## src/rtl/flash_erase_pkg.sv

```systemverilog
// Package: flash_erase_pkg
// Shared step encoding and the command constants used by the erase
// sequence decoder. The step value counts the writes already matched.
package flash_erase_pkg;

    typedef enum logic [2:0] {
        ST_IDLE  = 3'd0,
        ST_GOT1  = 3'd1,
        ST_GOT2  = 3'd2,
        ST_GOT3  = 3'd3,
        ST_GOT4  = 3'd4,
        ST_GOT5  = 3'd5
    } seq_step_e;

    localparam int          KEY_AW      = 15;
    localparam logic [14:0] KEY_ADDR_HI = 15'h5555;
    localparam logic [14:0] KEY_ADDR_LO = 15'h2AAA;
    localparam logic [7:0]  KEY_D_FIRST = 8'hAA;
    localparam logic [7:0]  KEY_D_SECND = 8'h55;
    localparam logic [7:0]  KEY_D_SETUP = 8'h80;
    localparam logic [7:0]  CMD_BLOCK   = 8'h50;
    localparam logic [7:0]  CMD_SECTOR  = 8'h30;

endpackage

```

## src/rtl/fe_strobe_detect.sv

```systemverilog
// Module: fe_strobe_detect
// Produces a one-cycle write pulse when the combined active-low strobe
// (we_n OR ce_n) goes from low to high while oe_n is high.
// Assumes the strobe pins are synchronous to clk.
module fe_strobe_detect (
    input  logic clk,
    input  logic rst_n,
    input  logic we_n,
    input  logic ce_n,
    input  logic oe_n,
    output logic wr_stb
);
    logic strobe_n;
    logic strobe_q;

    // Combine the two strobes: the write ends when either pin rises.
    assign strobe_n = we_n | ce_n;

    // Keep the previous strobe level for edge detection.
    always_ff @(posedge clk) begin
        if (!rst_n) strobe_q <= 1'b1;
        else        strobe_q <= strobe_n;
    end

    // Rising edge qualified by output enable inactive.
    assign wr_stb = strobe_n & ~strobe_q & oe_n;
endmodule

```

## src/rtl/fe_seq_fsm.sv

```systemverilog
// Module: fe_seq_fsm
// Follows the six-write erase handshake. It compares the low 15 address
// bits and the low data byte against the pair expected at each step.
// A mismatch returns the FSM to idle. The hit output is combinational and
// valid in the cycle of the sixth matching write.
// Assumes wr_stb is a single-cycle pulse.
module fe_seq_fsm
    import flash_erase_pkg::*;
(
    input  logic              clk,
    input  logic              rst_n,
    input  logic              wr_stb,
    input  logic              accept,
    input  logic [KEY_AW-1:0] addr_lo,
    input  logic [7:0]        data_lo,
    output logic              hit,
    output logic              hit_block
);
    seq_step_e         step_q;
    seq_step_e         step_nx;
    logic [KEY_AW-1:0] exp_addr;
    logic [7:0]        exp_data;
    logic              pair_ok;
    logic              is_blk;
    logic              is_sec;

    // Expected address and data for the write that the current step awaits.
    always_comb begin
        unique case (step_q)
            ST_IDLE: begin exp_addr = KEY_ADDR_HI; exp_data = KEY_D_FIRST; end
            ST_GOT1: begin exp_addr = KEY_ADDR_LO; exp_data = KEY_D_SECND; end
            ST_GOT2: begin exp_addr = KEY_ADDR_HI; exp_data = KEY_D_SETUP; end
            ST_GOT3: begin exp_addr = KEY_ADDR_HI; exp_data = KEY_D_FIRST; end
            ST_GOT4: begin exp_addr = KEY_ADDR_LO; exp_data = KEY_D_SECND; end
            default: begin exp_addr = '0;          exp_data = 8'h00;       end
        endcase
    end

    assign pair_ok = (addr_lo == exp_addr) && (data_lo == exp_data);
    assign is_blk  = (data_lo == CMD_BLOCK);
    assign is_sec  = (data_lo == CMD_SECTOR);

    // Next step: advance on a match; otherwise, and after the sixth write, go idle.
    always_comb begin
        step_nx = step_q;
        if (wr_stb && accept) begin
            unique case (step_q)
                ST_IDLE: step_nx = pair_ok ? ST_GOT1 : ST_IDLE;
                ST_GOT1: step_nx = pair_ok ? ST_GOT2 : ST_IDLE;
                ST_GOT2: step_nx = pair_ok ? ST_GOT3 : ST_IDLE;
                ST_GOT3: step_nx = pair_ok ? ST_GOT4 : ST_IDLE;
                ST_GOT4: step_nx = pair_ok ? ST_GOT5 : ST_IDLE;
                default: step_nx = ST_IDLE;
            endcase
        end
    end

    // Step register.
    always_ff @(posedge clk) begin
        if (!rst_n) step_q <= ST_IDLE;
        else        step_q <= step_nx;
    end

    // A full match means the sixth write carried a known erase code.
    assign hit       = wr_stb && accept && (step_q == ST_GOT5) && (is_blk || is_sec);
    assign hit_block = is_blk;
endmodule

```

## src/rtl/fe_busy_timer.sv

```systemverilog
// Module: fe_busy_timer
// Holds busy high for exactly CYCLES clock cycles, starting in the cycle
// after start is seen. Assumes start is never raised while busy is high.
module fe_busy_timer #(
    parameter int CYCLES = 1000
) (
    input  logic clk,
    input  logic rst_n,
    input  logic start,
    output logic busy
);
    localparam int CNT_W = $clog2(CYCLES + 1);

    logic [CNT_W-1:0] remain_q;

    // Load on start, then count down to zero.
    always_ff @(posedge clk) begin
        if (!rst_n)             remain_q <= '0;
        else if (start)         remain_q <= CNT_W'(CYCLES);
        else if (remain_q != 0) remain_q <= remain_q - 1'b1;
    end

    assign busy = (remain_q != '0);
endmodule

```

## src/rtl/flash_erase_seq.sv

```systemverilog
// Module: flash_erase_seq (top)
// Erase command sequence decoder. It finds the six-write unlock and erase
// handshake and issues a one-cycle erase request. The request carries the
// target address aligned to a block or sector. Busy then stays high for
// ERASE_CYCLES cycles.
// Assumes bus inputs are synchronous to clk and BLOCK_W >= SECTOR_W,
// BLOCK_W < ADDR_W, and ADDR_W >= 15.
module flash_erase_seq #(
    parameter int ADDR_W       = 18,
    parameter int SECTOR_W     = 11,
    parameter int BLOCK_W      = 15,
    parameter int ERASE_CYCLES = 1000
) (
    input  logic              clk,
    input  logic              rst_n,
    input  logic              we_n,
    input  logic              ce_n,
    input  logic              oe_n,
    input  logic [ADDR_W-1:0] addr,
    input  logic [15:0]       data,
    output logic              erase_req,
    output logic              erase_is_block,
    output logic [ADDR_W-1:0] erase_addr,
    output logic              busy
);
    import flash_erase_pkg::*;

    localparam logic [ADDR_W-1:0] ONES     = {ADDR_W{1'b1}};
    localparam logic [ADDR_W-1:0] BLK_MASK = ONES << BLOCK_W;
    localparam logic [ADDR_W-1:0] SEC_MASK = ONES << SECTOR_W;

    logic wr_stb;
    logic hit;
    logic hit_block;
    logic unused_hi;

    // The upper data byte plays no part in any command.
    assign unused_hi = ^data[15:8];

    fe_strobe_detect u_strobe (
        .clk    (clk),
        .rst_n  (rst_n),
        .we_n   (we_n),
        .ce_n   (ce_n),
        .oe_n   (oe_n),
        .wr_stb (wr_stb)
    );

    fe_seq_fsm u_fsm (
        .clk       (clk),
        .rst_n     (rst_n),
        .wr_stb    (wr_stb),
        .accept    (~busy),
        .addr_lo   (addr[KEY_AW-1:0]),
        .data_lo   (data[7:0]),
        .hit       (hit),
        .hit_block (hit_block)
    );

    fe_busy_timer #(.CYCLES(ERASE_CYCLES)) u_timer (
        .clk   (clk),
        .rst_n (rst_n),
        .start (hit),
        .busy  (busy)
    );

    // Register the request pulse, the erase type and the aligned target address.
    always_ff @(posedge clk) begin
        if (!rst_n) begin
            erase_req      <= 1'b0;
            erase_is_block <= 1'b0;
            erase_addr     <= '0;
        end else begin
            erase_req <= hit;
            if (hit) begin
                erase_is_block <= hit_block;
                erase_addr     <= addr & (hit_block ? BLK_MASK : SEC_MASK);
            end
        end
    end
endmodule

```

## config.mk

```make
export PLATFORM = sky130hd
export DESIGN_NAME = flash_erase_seq
export DESIGN_NICKNAME = d
export VERILOG_FILES = /design/src/rtl/flash_erase_pkg.sv /design/src/rtl/fe_strobe_detect.sv /design/src/rtl/fe_seq_fsm.sv /design/src/rtl/fe_busy_timer.sv /design/src/rtl/flash_erase_seq.sv
export SDC_FILE = /design/constraint.sdc
export NUM_CORES = 1
export LEC_CHECK = 0
export ABC_AREA = 1
export BUFFER_PORTS_ARGS = -buffer_cell sky130_fd_sc_hd__buf_2
export CORE_MARGIN = 2
export CORE_UTILIZATION = 50
export CTS_BUF_LIST = sky130_fd_sc_hd__clkbuf_8
export DETAILED_ROUTE_END_ITERATION = 8
export GPL_TIMING_DRIVEN = 1
export PLACE_DENSITY = 0.86
export SYNTH_ARGS = -nofsm -noshare
export SYNTH_HDL_FRONTEND = slang
export SYNTH_SLANG_ARGS = --single-unit
```

## constraint.sdc

```tcl
create_clock -name clk -period 1.7 [get_ports clk]
set_input_delay 0.34 -clock clk [delete_from_list [all_inputs] [get_ports clk]]
set_output_delay 0.34 -clock clk [all_outputs]
set_load 0.1 [all_outputs]
```

==> metrics.txt <==
# TYPE chip_impl_metric gauge
chip_impl_metric{name="syn_area_per_cell",unit="um^2"} 6.387
chip_impl_metric{name="pin_count",unit=""} 60
chip_impl_metric{name="dieHeight",unit="um"} 58.09
chip_impl_metric{name="worstPathRequired",unit="ps"} 1360
chip_impl_info{name="hold_class",value="input pin to flop"} 1
chip_impl_metric{name="post_synth_inst_count",unit=""} 229
chip_impl_metric{name="coreArea",unit="um^2"} 2758
chip_impl_info{name="path_class",value="flop to output port"} 1
chip_impl_info{name="worst_r2r_start",value="u_timer.remain_q[2]$_SDFFE_PP0P_"} 1
chip_impl_metric{name="min_period",unit="ps"} 1650
chip_impl_metric{name="grt_remaining_overflow",unit=""} 0
chip_impl_info{name="dominantRegCellSynth",value="dfxtp_1"} 1
chip_impl_metric{name="ys.warnings.count",unit=""} 0
chip_impl_info{name="yosysTopAreaCell",value="dfxtp_1"} 1
chip_impl_info{name="timing.critical_path.to_type",value="output port"} 1
chip_impl_metric{name="chipWidth",unit="um"} 58.09
chip_impl_metric{name="hold_ws",unit="ps"} 259.8
chip_impl_metric{name="crit_arrival",unit="ps"} 1310
chip_impl_metric{name="dpl.hpwl",unit="um"} 2456
chip_impl_metric{name="drt.antenna.violating_nets",unit=""} 0
chip_impl_metric{name="detail_route.first_pass.iterations",unit=""} 5
chip_impl_metric{name="synth.ff_latch_count",unit=""} 23
chip_impl_metric{name="clock_path_buffers",unit=""} 2
chip_impl_metric{name="achievable-frequency",unit="GHz"} 0.6060
chip_impl_metric{name="placementRows",unit=""} 19
chip_impl_metric{name="fin_worst_skew",unit="ps"} 0.7019
chip_impl_info{name="clock_tree_from_tritoncts",value="built"} 1
chip_impl_info{name="start_kind",value="flop"} 1
chip_impl_metric{name="setup_viol_count_final",unit=""} 0
chip_impl_metric{name="mappedNetlistArea",unit="um^2"} 1463
chip_impl_metric{name="cts_max_level",unit=""} 1
chip_impl_info{name="count_leader_synth",value="nand2_1"} 1
chip_impl_info{name="root_buffer",value="clkbuf_8"} 1
chip_impl_metric{name="layout-area-overhead-vs-synth",unit="%"} 25.41
chip_impl_info{name="synth.cells.most_frequent",value="72 x nand2_1, 27 x inv_1, 27 x nor2_1, 23 x dfxtp_1, 17 x nand3_1"} 1
chip_impl_metric{name="static-leakage-power",unit="nW"} 0.9696
chip_impl_info{name="result_of_the_run",value="complete, no violations"} 1
chip_impl_metric{name="routed-via-count",unit=""} 1516
chip_impl_metric{name="average_via_count_per_standard_cell",unit=""} 4.843
chip_impl_metric{name="power_density",unit="nW/um^2"} 1292
chip_impl_metric{name="number_of_buffers_added_by_the_clock_tree_synthesis_step",unit=""} 3
chip_impl_metric{name="whs_path_depth",unit=""} 3
chip_impl_info{name="worst_r2r_endpoint",value="erase_addr[12]$_SDFFE_PN0P_"} 1
chip_impl_metric{name="finalNetCount",unit=""} 323
chip_impl_metric{name="dpl_worst_slack",unit="ps"} 106.7
chip_impl_metric{name="ys_async_sr_fraction",unit="%"} 0
chip_impl_metric{name="design.die.area",unit="um^2"} 3374
chip_impl_metric{name="grt_pass1_wl",unit="um"} 5416
chip_impl_metric{name="place.gp.congestion",unit=""} 0.8863
chip_impl_metric{name="drv_cap",unit=""} 0
chip_impl_metric{name="drc",unit=""} 0
chip_impl_metric{name="post-route-worst-setup-slack",unit="ps"} 49.82
chip_impl_metric{name="count_of_clock_tree_sinks",unit=""} 23
chip_impl_metric{name="grt_max_degree",unit=""} 15
chip_impl_metric{name="final-max-slew-violation-count",unit=""} 0
chip_impl_metric{name="grt_pass1_vias",unit=""} 1347
chip_impl_metric{name="routed_wire_length_per_instance",unit="um"} 10.06
chip_impl_info{name="synthTopCellsByArea",value="dfxtp_1 31%, nand2_1 18%, inv_1 6.9%"} 1
chip_impl_metric{name="rr_worst_depth",unit=""} 10
chip_impl_metric{name="synth.lib_cells_used.distinct",unit=""} 27
chip_impl_metric{name="grt_util_all_layers",unit="%"} 20.16
chip_impl_metric{name="initialDrtViolationCount",unit=""} 44
chip_impl_metric{name="placedCellCount",unit=""} 304
chip_impl_metric{name="synth_enable_flop_cells",unit=""} 0
chip_impl_metric{name="routed_wirelength",unit="um"} 3150
chip_impl_metric{name="clock_latency",unit="ps"} 260
chip_impl_metric{name="fin_area",unit="um^2"} 1834
chip_impl_metric{name="ys_seq_area_share",unit="%"} 31.48
chip_impl_info{name="worst_hold_start",value="addr[17]"} 1
chip_impl_metric{name="crit_fanout",unit=""} 3
chip_impl_metric{name="initial_core_util",unit="%"} 53.04
chip_impl_metric{name="fin_crit_sh",unit="%"} 97.07
chip_impl_metric{name="drive_gt1_share",unit="%"} 29.08
chip_impl_metric{name="worst_setup_hold_path_clk_slew",unit="ps"} 80
chip_impl_metric{name="synth_top_area_share",unit="%"} 31.48
chip_impl_metric{name="timing.final.hold_violations",unit=""} 0
chip_impl_metric{name="ctsHoldBuffers",unit=""} 0
chip_impl_metric{name="post_dp_cell_area",unit="um^2"} 1725
chip_impl_metric{name="regToRegSetupSlack",unit="ps"} 100
chip_impl_metric{name="port_buffers",unit=""} 40
chip_impl_info{name="worst_hold_path.endpoint",value="erase_addr[17]$_SDFFE_PN0P_"} 1
chip_impl_metric{name="antenna_cells_inserted",unit=""} 0
chip_impl_metric{name="fill_cells",unit=""} 245
chip_impl_metric{name="worst_ir_drop_vdd",unit="mV"} 1.357
chip_impl_metric{name="antenna_violations_before_repair",unit=""} 0
chip_impl_metric{name="stdcell_count",unit=""} 313
[layer usage]
layer / global-route usage, % / share of wire [%] / wire length, um / vias to the layer above
li1: - / - / - / 809
met2: 34.58 / 48 / 1518 / 47
met5: 0 / 0 / 0 / -
met4: 6.977 / 1.4 / 44 / 0
met3: 4.018 / 4.8 / 151 / 4
met1: 25.10 / 46 / 1436 / 656
[metrics by stage]
step	TNS [ps]	util [%]	total power, mW
floorplan	0	-	1.567
global placement	0	62.57	1.798
detailed placement	0	62.57	1.834
CTS	0	65.25	2.263
global route	-30.55	66.52	2.535
finish	0	66.52	2.371
[sequential cells by signal, summed over array words and instances (netlist names)]
register,cells
erase_is_block,1
erase_addr,7
u_timer.remain_q,10
erase_req,1
u_strobe.strobe_q,1
u_fsm.step_q,3
[critical path: stages (launching register included)]
cell and delay (ps):
dfxtp_1 350, nor2_2 180, nand2_4 90, nor2_4 150
nand3_4 100, buf_12 180
[worst max path at each step]
| stage | startpoint | end | depth (start not counted) |
|---|---|---|---|
| 2_1_floorplan | u_timer.remain_q[0]$_SDFFE_PP0P_ | u_timer.remain_q[1]$_SDFFE_PP0P_ | 8 |
| 3_3_place_gp | u_timer.remain_q[0]$_SDFFE_PP0P_ | u_fsm.step_q[0]$_SDFFE_PN0P_ | 9 |
| 3_5_place_dp | u_timer.remain_q[0]$_SDFFE_PP0P_ | erase_addr[12]$_SDFFE_PN0P_ | 10 |
| 4_1_cts | u_timer.remain_q[0]$_SDFFE_PP0P_ | busy | 6 |
| 5_1_grt | u_timer.remain_q[1]$_SDFFE_PP0P_ | u_fsm.step_q[1]$_SDFFE_PN0P_ | 10 |
| 6_report | u_timer.remain_q[2]$_SDFFE_PP0P_ | busy | 5 |
[power by group]
group / leakage (nW) / internal [mW] / switching [mW]
logic: 0.760 / 0.497 / 0.819
clock network: 0.0217 / 0.166 / 0.177
registers: 0.188 / 0.641 / 0.0700
[area by class of cell]
cell class / count / area [um^2] / area share (%)
Clock inverter: 1 / 7.507 / 0.4093
Clock buffer: 3 / 41.29 / 2.251
Tap cell: 31 / 38.79 / 2.115
Sequential cell: 23 / 462.9 / 25.24
Inverter: 29 / 108.9 / 5.934
Multi-Input combinational cell: 175 / 864.6 / 47.14
Timing Repair Buffer: 51 / 310.3 / 16.92
[cells in the final DEF (no fill, tap or decap), types with 8 or more instances in the layout]
master / netlist / final
inv_1: 27 / 24
buf_2: 0 / 39
conb_1: 1 / 11
a21oi_1: 9 / 9
nand2_1: 72 / 72
nand3_1: 17 / 17
o21ai_0: 8 / 8
buf_4: 11 / 10
dfxtp_1: 23 / 21
nor2_1: 27 / 26
[logic make-up (layout without fill, tap and decap cells)]
logic type	after synthesis	after routing	share of synthesized area, %
buffers and inverters	41	84	13.86
AND/OR/NAND/NOR	137	137	42.69
adder cells (fa/ha/maj)	1	1	0.8553
flip-flops	23	23	31.48
XOR/XNOR	1	1	0.5989
AO/OA/AOI/OAI	25	25	10.27
other	1	11	0.2564
[what timing repair did]
action                                  4_1_cts  5_1_grt
endpoints found under the setup margin        1       13
pin swaps                                     1        3
cloned                                        0        0
resized for setup                             1        7
buffers inserted                              3        2
No activity file was read; power rests on OpenSTA's default activity.
